**config.mk**
```make
export PLATFORM = sky130hd
export DESIGN_NAME = mmbus_xfer_ctrl
export DESIGN_NICKNAME = d
export VERILOG_FILES = /design/src/rtl/mmbus_pkg.sv /design/src/rtl/mmbus_req_hold.sv /design/src/rtl/mmbus_tstate_seq.sv /design/src/rtl/mmbus_pin_drive.sv /design/src/rtl/mmbus_rd_capture.sv /design/src/rtl/mmbus_xfer_ctrl.sv
export SDC_FILE = /design/constraint.sdc
export NUM_CORES = 1
export LEC_CHECK = 0
export CAP_MARGIN = 40
export CORE_MARGIN = 2
export CORE_UTILIZATION = 62
export CTS_CLUSTER_SIZE = 25
export DETAILED_ROUTE_END_ITERATION = 7
export DONT_BUFFER_PORTS = 1
export PLACE_DENSITY = 0.78
export SLEW_MARGIN = 20
export SYNTH_ARGS = -nofsm -noshare
export SYNTH_HDL_FRONTEND = slang
export SYNTH_SLANG_ARGS = --single-unit
```
**constraint.sdc**
```tcl
create_clock -name clk -period 2.7 [get_ports clk]
set_clock_uncertainty 0.05 [all_clocks]
set_input_delay 0.54 -clock clk [delete_from_list [all_inputs] [get_ports clk]]
set_output_delay 0.54 -clock clk [all_outputs]
set_load 0.005 [all_outputs]
```
**src/rtl/mmbus_pkg.sv**
```systemverilog
package mmbus_pkg;
  typedef enum logic [2:0] {
    TS_IDLE = 3'd0,
    TS_T1   = 3'd1,
    TS_T2   = 3'd2,
    TS_T3   = 3'd3,
    TS_TW   = 3'd4,
    TS_T4   = 3'd5
  } tstate_e;

  localparam int unsigned STAT_MEM_BIT = 0;
  localparam int unsigned STAT_WR_BIT  = 1;
endpackage

```
**src/rtl/mmbus_req_hold.sv**
```systemverilog
module mmbus_req_hold #(
  parameter int unsigned ADDR_W = 20,
  parameter int unsigned DATA_W = 16
) (
  input  logic              clk,
  input  logic              rst_n,
  input  logic              take,
  input  logic              in_mem,
  input  logic              in_write,
  input  logic [ADDR_W-1:0] in_addr,
  input  logic              in_hi,
  input  logic [DATA_W-1:0] in_wdata,
  output logic              q_mem,
  output logic              q_write,
  output logic [ADDR_W-1:0] q_addr,
  output logic              q_hi,
  output logic [DATA_W-1:0] q_wdata
);
  // Request fields are frozen at acceptance and stay put for the whole transfer
  always_ff @(posedge clk or negedge rst_n) begin
    if (!rst_n) begin
      q_mem   <= 1'b0;
      q_write <= 1'b0;
      q_addr  <= '0;
      q_hi    <= 1'b0;
      q_wdata <= '0;
    end else if (take) begin
      q_mem   <= in_mem;
      q_write <= in_write;
      q_addr  <= in_addr;
      q_hi    <= in_hi;
      q_wdata <= in_wdata;
    end
  end
endmodule

```
**src/rtl/mmbus_tstate_seq.sv**
```systemverilog
module mmbus_tstate_seq
  import mmbus_pkg::*;
(
  input  logic    clk,
  input  logic    rst_n,
  input  logic    start,
  input  logic    bus_ready,
  output tstate_e st,
  output logic    idle,
  output logic    capture
);
  tstate_e st_nxt;

  assign idle    = (st == TS_IDLE);
  // Edge leaving T3 or a wait state with the device ready enters T4
  assign capture = ((st == TS_T3) || (st == TS_TW)) && bus_ready;

  always_comb begin
    st_nxt = st;
    unique case (st)
      TS_IDLE: if (start) st_nxt = TS_T1;
      TS_T1:   st_nxt = TS_T2;
      TS_T2:   st_nxt = TS_T3;
      TS_T3:   st_nxt = bus_ready ? TS_T4 : TS_TW;
      TS_TW:   st_nxt = bus_ready ? TS_T4 : TS_TW;
      TS_T4:   st_nxt = TS_IDLE;
      default: st_nxt = TS_IDLE;
    endcase
  end

  always_ff @(posedge clk or negedge rst_n) begin
    if (!rst_n) st <= TS_IDLE;
    else        st <= st_nxt;
  end
endmodule

```
**src/rtl/mmbus_pin_drive.sv**
```systemverilog
module mmbus_pin_drive
  import mmbus_pkg::*;
#(
  parameter int unsigned ADDR_W = 20,
  parameter int unsigned DATA_W = 16
) (
  input  tstate_e                  st,
  input  logic                     q_mem,
  input  logic                     q_write,
  input  logic [ADDR_W-1:0]        q_addr,
  input  logic                     q_hi,
  input  logic [DATA_W-1:0]        q_wdata,
  output logic                     ale,
  output logic                     m_io,
  output logic                     dt_r,
  output logic                     den_n,
  output logic                     rd_n,
  output logic                     wr_n,
  output logic                     bhe_n,
  output logic [DATA_W-1:0]        ad_out,
  output logic                     ad_oe,
  output logic [ADDR_W-DATA_W-1:0] ahi_out
);
  localparam int unsigned HI_W = ADDR_W - DATA_W;

  logic              busy;
  logic              addr_ph;
  logic              strobe_ph;
  logic              data_ph;
  logic [HI_W-1:0]   status;

  assign busy      = (st != TS_IDLE);
  assign addr_ph   = (st == TS_T1);
  assign strobe_ph = (st == TS_T2) || (st == TS_T3) || (st == TS_TW);
  assign data_ph   = strobe_ph || (st == TS_T4);

  // Status nibble on the upper lines: kind of transfer, remaining bits zero
  for (genvar i = 0; i < HI_W; i++) begin : g_stat
    if (i == STAT_MEM_BIT) begin : g_mem
      assign status[i] = q_mem;
    end else if (i == STAT_WR_BIT) begin : g_wr
      assign status[i] = q_write;
    end else begin : g_zero
      assign status[i] = 1'b0;
    end
  end

  always_comb begin
    ale   = addr_ph;
    m_io  = busy && q_mem;
    dt_r  = busy && q_write;
    bhe_n = !(busy && q_hi);
    den_n = !strobe_ph;
    rd_n  = !(strobe_ph && !q_write);
    wr_n  = !(strobe_ph && q_write);
    ad_oe = addr_ph || (data_ph && q_write);

    if (addr_ph)                 ad_out = q_addr[DATA_W-1:0];
    else if (data_ph && q_write) ad_out = q_wdata;
    else                         ad_out = '0;

    if (addr_ph)      ahi_out = q_addr[ADDR_W-1:DATA_W];
    else if (data_ph) ahi_out = status;
    else              ahi_out = '0;
  end
endmodule

```
**src/rtl/mmbus_rd_capture.sv**
```systemverilog
module mmbus_rd_capture #(
  parameter int unsigned DATA_W = 16
) (
  input  logic              clk,
  input  logic              rst_n,
  input  logic              capture,
  input  logic              is_write,
  input  logic [DATA_W-1:0] ad_in,
  output logic              rsp_valid,
  output logic [DATA_W-1:0] rsp_rdata
);
  always_ff @(posedge clk or negedge rst_n) begin
    if (!rst_n) begin
      rsp_valid <= 1'b0;
      rsp_rdata <= '0;
    end else begin
      rsp_valid <= capture;
      if (capture && !is_write) rsp_rdata <= ad_in;
    end
  end
endmodule

```
**src/rtl/mmbus_xfer_ctrl.sv**
```systemverilog
module mmbus_xfer_ctrl
  import mmbus_pkg::*;
#(
  parameter int unsigned ADDR_W = 20,
  parameter int unsigned DATA_W = 16
) (
  input  logic                     clk,
  input  logic                     rst_n,
  input  logic                     req_valid,
  output logic                     req_ready,
  input  logic                     req_is_mem,
  input  logic                     req_is_write,
  input  logic [ADDR_W-1:0]        req_addr,
  input  logic                     req_hi_byte,
  input  logic [DATA_W-1:0]        req_wdata,
  output logic                     rsp_valid,
  output logic [DATA_W-1:0]        rsp_rdata,
  input  logic                     bus_ready,
  output logic                     ale,
  output logic                     m_io,
  output logic                     dt_r,
  output logic                     den_n,
  output logic                     rd_n,
  output logic                     wr_n,
  output logic                     bhe_n,
  output logic [DATA_W-1:0]        ad_out,
  output logic                     ad_oe,
  input  logic [DATA_W-1:0]        ad_in,
  output logic [ADDR_W-DATA_W-1:0] ahi_out
);
  tstate_e           st;
  logic              idle;
  logic              capture;
  logic              take;
  logic              q_mem;
  logic              q_write;
  logic [ADDR_W-1:0] q_addr;
  logic              q_hi;
  logic [DATA_W-1:0] q_wdata;

  assign req_ready = idle;
  assign take      = req_valid && idle;

  mmbus_req_hold #(.ADDR_W(ADDR_W), .DATA_W(DATA_W)) u_hold (
    .clk(clk), .rst_n(rst_n), .take(take),
    .in_mem(req_is_mem), .in_write(req_is_write), .in_addr(req_addr),
    .in_hi(req_hi_byte), .in_wdata(req_wdata),
    .q_mem(q_mem), .q_write(q_write), .q_addr(q_addr),
    .q_hi(q_hi), .q_wdata(q_wdata)
  );

  mmbus_tstate_seq u_seq (
    .clk(clk), .rst_n(rst_n), .start(take), .bus_ready(bus_ready),
    .st(st), .idle(idle), .capture(capture)
  );

  mmbus_pin_drive #(.ADDR_W(ADDR_W), .DATA_W(DATA_W)) u_pins (
    .st(st), .q_mem(q_mem), .q_write(q_write), .q_addr(q_addr),
    .q_hi(q_hi), .q_wdata(q_wdata),
    .ale(ale), .m_io(m_io), .dt_r(dt_r), .den_n(den_n),
    .rd_n(rd_n), .wr_n(wr_n), .bhe_n(bhe_n),
    .ad_out(ad_out), .ad_oe(ad_oe), .ahi_out(ahi_out)
  );

  mmbus_rd_capture #(.DATA_W(DATA_W)) u_cap (
    .clk(clk), .rst_n(rst_n), .capture(capture), .is_write(q_write),
    .ad_in(ad_in), .rsp_valid(rsp_valid), .rsp_rdata(rsp_rdata)
  );
endmodule

```
==> run_results.csv <==
group,metric,value,unit
sta,fin_crit_sh,0.9226,
global_route,grt_use_total,0.2163,
layout,nNetsFinal,275,
layout,drive_gt1_frac,0.3624,
detailed_routing,drt-initial-drc-count,68,
sta,setup_violations,0,
place,io_buffers,0,
logic_synthesis,yosysSeqAreaShare,0.5418,
sta,period_minus_slack,2.491,ns
global_route,grt-ovfl-total,0,
worst_hold_path,hold_class,"in2async",
clocking,numCtsBuffers,9,
die,dieArea,4941,sq um
setup_path,cp.required,2.11,ns
setup_path,worstPathCellList,"inv_1 > ha_1 > and2_1 > buf_4 > nand2_1 > o21ai_0",
setup_path,worst_path_largest_cell_delay,0.50,ns
die,ios,105,
outcome,status,"complete, no violations",
logic_synthesis,postSynthCellCount,213,
setup_path,start_kind,"register",
pwr,ir_worst_vdd,0.6081,mV
setup_path,path_max_fanout,10,
sta,worstMarginPinSlew,0.6421,ns
logic_synthesis,syn_nets,274,
die,row_count,24,
clocking,cts_tree,"built",
logic_synthesis,synth_area_leaders,"dfrtp_1 54%, mux2_2 18%, mux2_4 5.5%",
sta,rsz0062_at_grt,"no",
detailed_routing,drt-pass1-iter-count,4,
global_route,first_global_vias,1708,
logic_synthesis,ys_warn_count,0,
detailed_routing,vias_per_cell,5.881,
layout,finalNonFillerCells,270,
setup_path,path_class,"reg2out",
layout,area_delta_synth_final,5.601,%
detailed_routing,routed-via-count,1588,
clocking,cts_sinks,59,
clocking,cts_buffer_depth,2,
layout,antenna_cells,0,
clocking,root_buffer,"clkbuf_8",
sta,hold_violations,0,
sta,finalMaxSlewViolations,0,
clocking,post_cts.repair.setup_buffers,0,
job,max_cap_viol_count,0,
place,placed_cells,254,
logic_synthesis,synth_ff_type,"dfrtp_1",
setup_path,worstPathArrival,1.90,ns
setup_path,reg2reg_slack,0.77,ns
clocking,clk_latency,0.32,ns
detailed_routing,antenna_left,0,
detailed_routing,drc_errors,0,
setup_path,rr_startpoint,"u_seq.st[2]",
setup_path,ff2ff_path_depth,3,
clocking,htree_levels,3,
global_route,grt_max_degree,60,
die,die-width,70.30,um
logic_synthesis,synth_edf_count,0,
place,globalplace.congestion,0.8301,
detailed_routing,wl,4916,um
logic_synthesis,synth_area,2725,sq um
setup_path,cp_top_family,"flip-flops",
pwr,power.density,1227,nW/um^2
setup_path,r2r_end,"u_cap.rsp_rdata[2]",
pwr,power.leakage,0.001213,uW
sta,tns,0,ns
sta,fmax,0.4014,GHz
global_route,grt_pass1_wl,8286,um
die,initial_core_util,0.6346,
global_route,antenna_found_initial,0,
layout,fillerInstances,324,
setup_path,end_kind,"output pin",
die,coreArea,4294,sq um
logic_synthesis,postSynth.asyncResetShare,1.000,
detailed_routing,wl_per_cell,18.21,um
setup_path,path_buf_inv,2,
sta,slew_headroom,0.5710,
place,hpwl,3481,um
logic_synthesis,synth_top_area_frac,0.5418,
logic_synthesis,yosys.area.top_type,"dfrtp_1",
logic_synthesis,synth.avg_cell_area,12.79,sq um
setup_path,cp_slowest_cell,"dfrtp_2",
clocking,clk_pin_slew,0.06,ns
logic_synthesis,ys_ff_latch,59,
die,fp.dieH,70.30,um
logic_synthesis,yosys.cell_types.count,31,
[cells by family (layout without fill, tap and decap cells)]
| family | after synthesis | after routing | synth area share |
|---|---|---|---|
| AOI/OAI and AO/OA | 25 | 25 | 0.05142 |
| adders and majority gates | 2 | 2 | 0.009181 |
| buffers and inverters | 16 | 21 | 0.05050 |
| DFF | 59 | 59 | 0.5418 |
| muxes | 55 | 55 | 0.2410 |
| and+or+nand+nor | 56 | 56 | 0.1061 |
[power by group]
group / switching, uW / total, uW / internal [uW]
combinational: 553 / 1220 / 670
clock: 300 / 648 / 348
sequential: 326 / 1660 / 1330
[worst max path at each step]
stage | start | endpoint | slack, ns | depth (start not counted)
final | u_seq.st[2] | ad_out[0] | 0.21 | 6
after floorplan | u_seq.st[1] | ad_out[10] | 0.54 | 8
after detailed placement | u_seq.st[2] | ad_out[0] | 0.41 | 6
after CTS | u_seq.st[1] | ad_out[0] | 0.04 | 6
after global placement | u_seq.st[1] | ad_out[14] | 0.50 | 6
after global routing | u_seq.st[1] | ad_out[0] | 0.04 | 6
[cells in the mapped netlist (2+ instances only)]
| master | instances |
|---|---|
| buf_12 | 2 |
| mux2_4 | 10 |
| dfrtp_1 | 59 |
| nand2_1 | 39 |
| nand2b_1 | 3 |
| and2_1 | 3 |
| buf_2 | 3 |
| o21ai_0 | 19 |
| buf_4 | 2 |
| a21oi_1 | 3 |
| buf_6 | 3 |
| inv_1 | 2 |
| mux2_2 | 44 |
| clkbuf_1 | 3 |
| ha_1 | 2 |
[worst register-to-register path: cells and delay by family (launching register included)]
family          cells  cell delay (ns)
flops               1             0.49
mux                 1             0.41
compound gates      1             0.58
simple gates        1             0.28
[repair_timing]
item / 4_1_cts / 5_1_grt
gates resized for setup: 0 / 2
endpoints found under the setup margin: 0 / 15
hold buffers: 1 / 0
endpoints found under the hold margin: 59 / 0
[layer usage]
metal	vias to the layer above	track usage	part of all wire
met5	-	0	0
met4	0	0.1111	0.029
met3	14	0.07504	0.085
met2	80	0.3176	0.47
met1	768	0.2847	0.42
li1	726	-	-
[sequential cells by signal, summed over array words and instances (netlist names)]
| signal | count |
|---|---|
| u_hold.q_wdata | 16 |
| u_hold.q_addr | 20 |
| u_hold.q_mem | 1 |
| u_hold.q_hi | 1 |
| u_cap.rsp_rdata | 16 |
| u_seq.st | 3 |
| u_cap.rsp_valid | 1 |
| u_hold.q_write | 1 |
[through the flow]
step	total power (uW)	cell area (sq um)	hold WS, ns	worst slack, ns	utilization
final	3530	2878	0.03024	0.2089	0.6702
after detailed placement	2885	2688	0.1959	0.4065	0.6259
after floorplan	2702	2725	0.1944	0.5437	-
after global placement	2807	2688	0.1958	0.4996	0.6259
after global routing	3798	2878	0.04148	0.04272	0.6702
after CTS	3571	2875	0.03418	0.04221	0.6696
[layout make-up]
cell class | instances | area [sq um] | share of cell area
Clock inverter | 3 | 15.01 | 0.005217
Inverter | 2 | 7.507 | 0.002609
Sequential cell | 59 | 1479 | 0.5139
Multi-Input combinational cell | 138 | 1116 | 0.3878
Clock buffer | 12 | 145.1 | 0.05043
Tap cell | 52 | 65.06 | 0.02261
Timing Repair Buffer | 4 | 50.05 | 0.01739
[cells in the final DEF, fill, tap and decap left out, drive strengths merged]
master   netlist  layout
a21oi          4       4
a2bb2oi        1       1
and2           4       4
and2b          1       1
buf           11       4
clkbuf         3      12
clkinv         0       3
dfrtp         59      59
ha             2       2
inv            2       2
mux2          55      55
nand2         39      39
nand2b         3       3
nand3          1       1
nand4b         1       1
nand4bb        1       1
nor2           1       1
nor2b          1       1
nor3           1       1
nor3b          1       1
o21ai         20      20
or2            1       1
or2b           1       1
No activity file was read; power rests on OpenSTA's default activity.
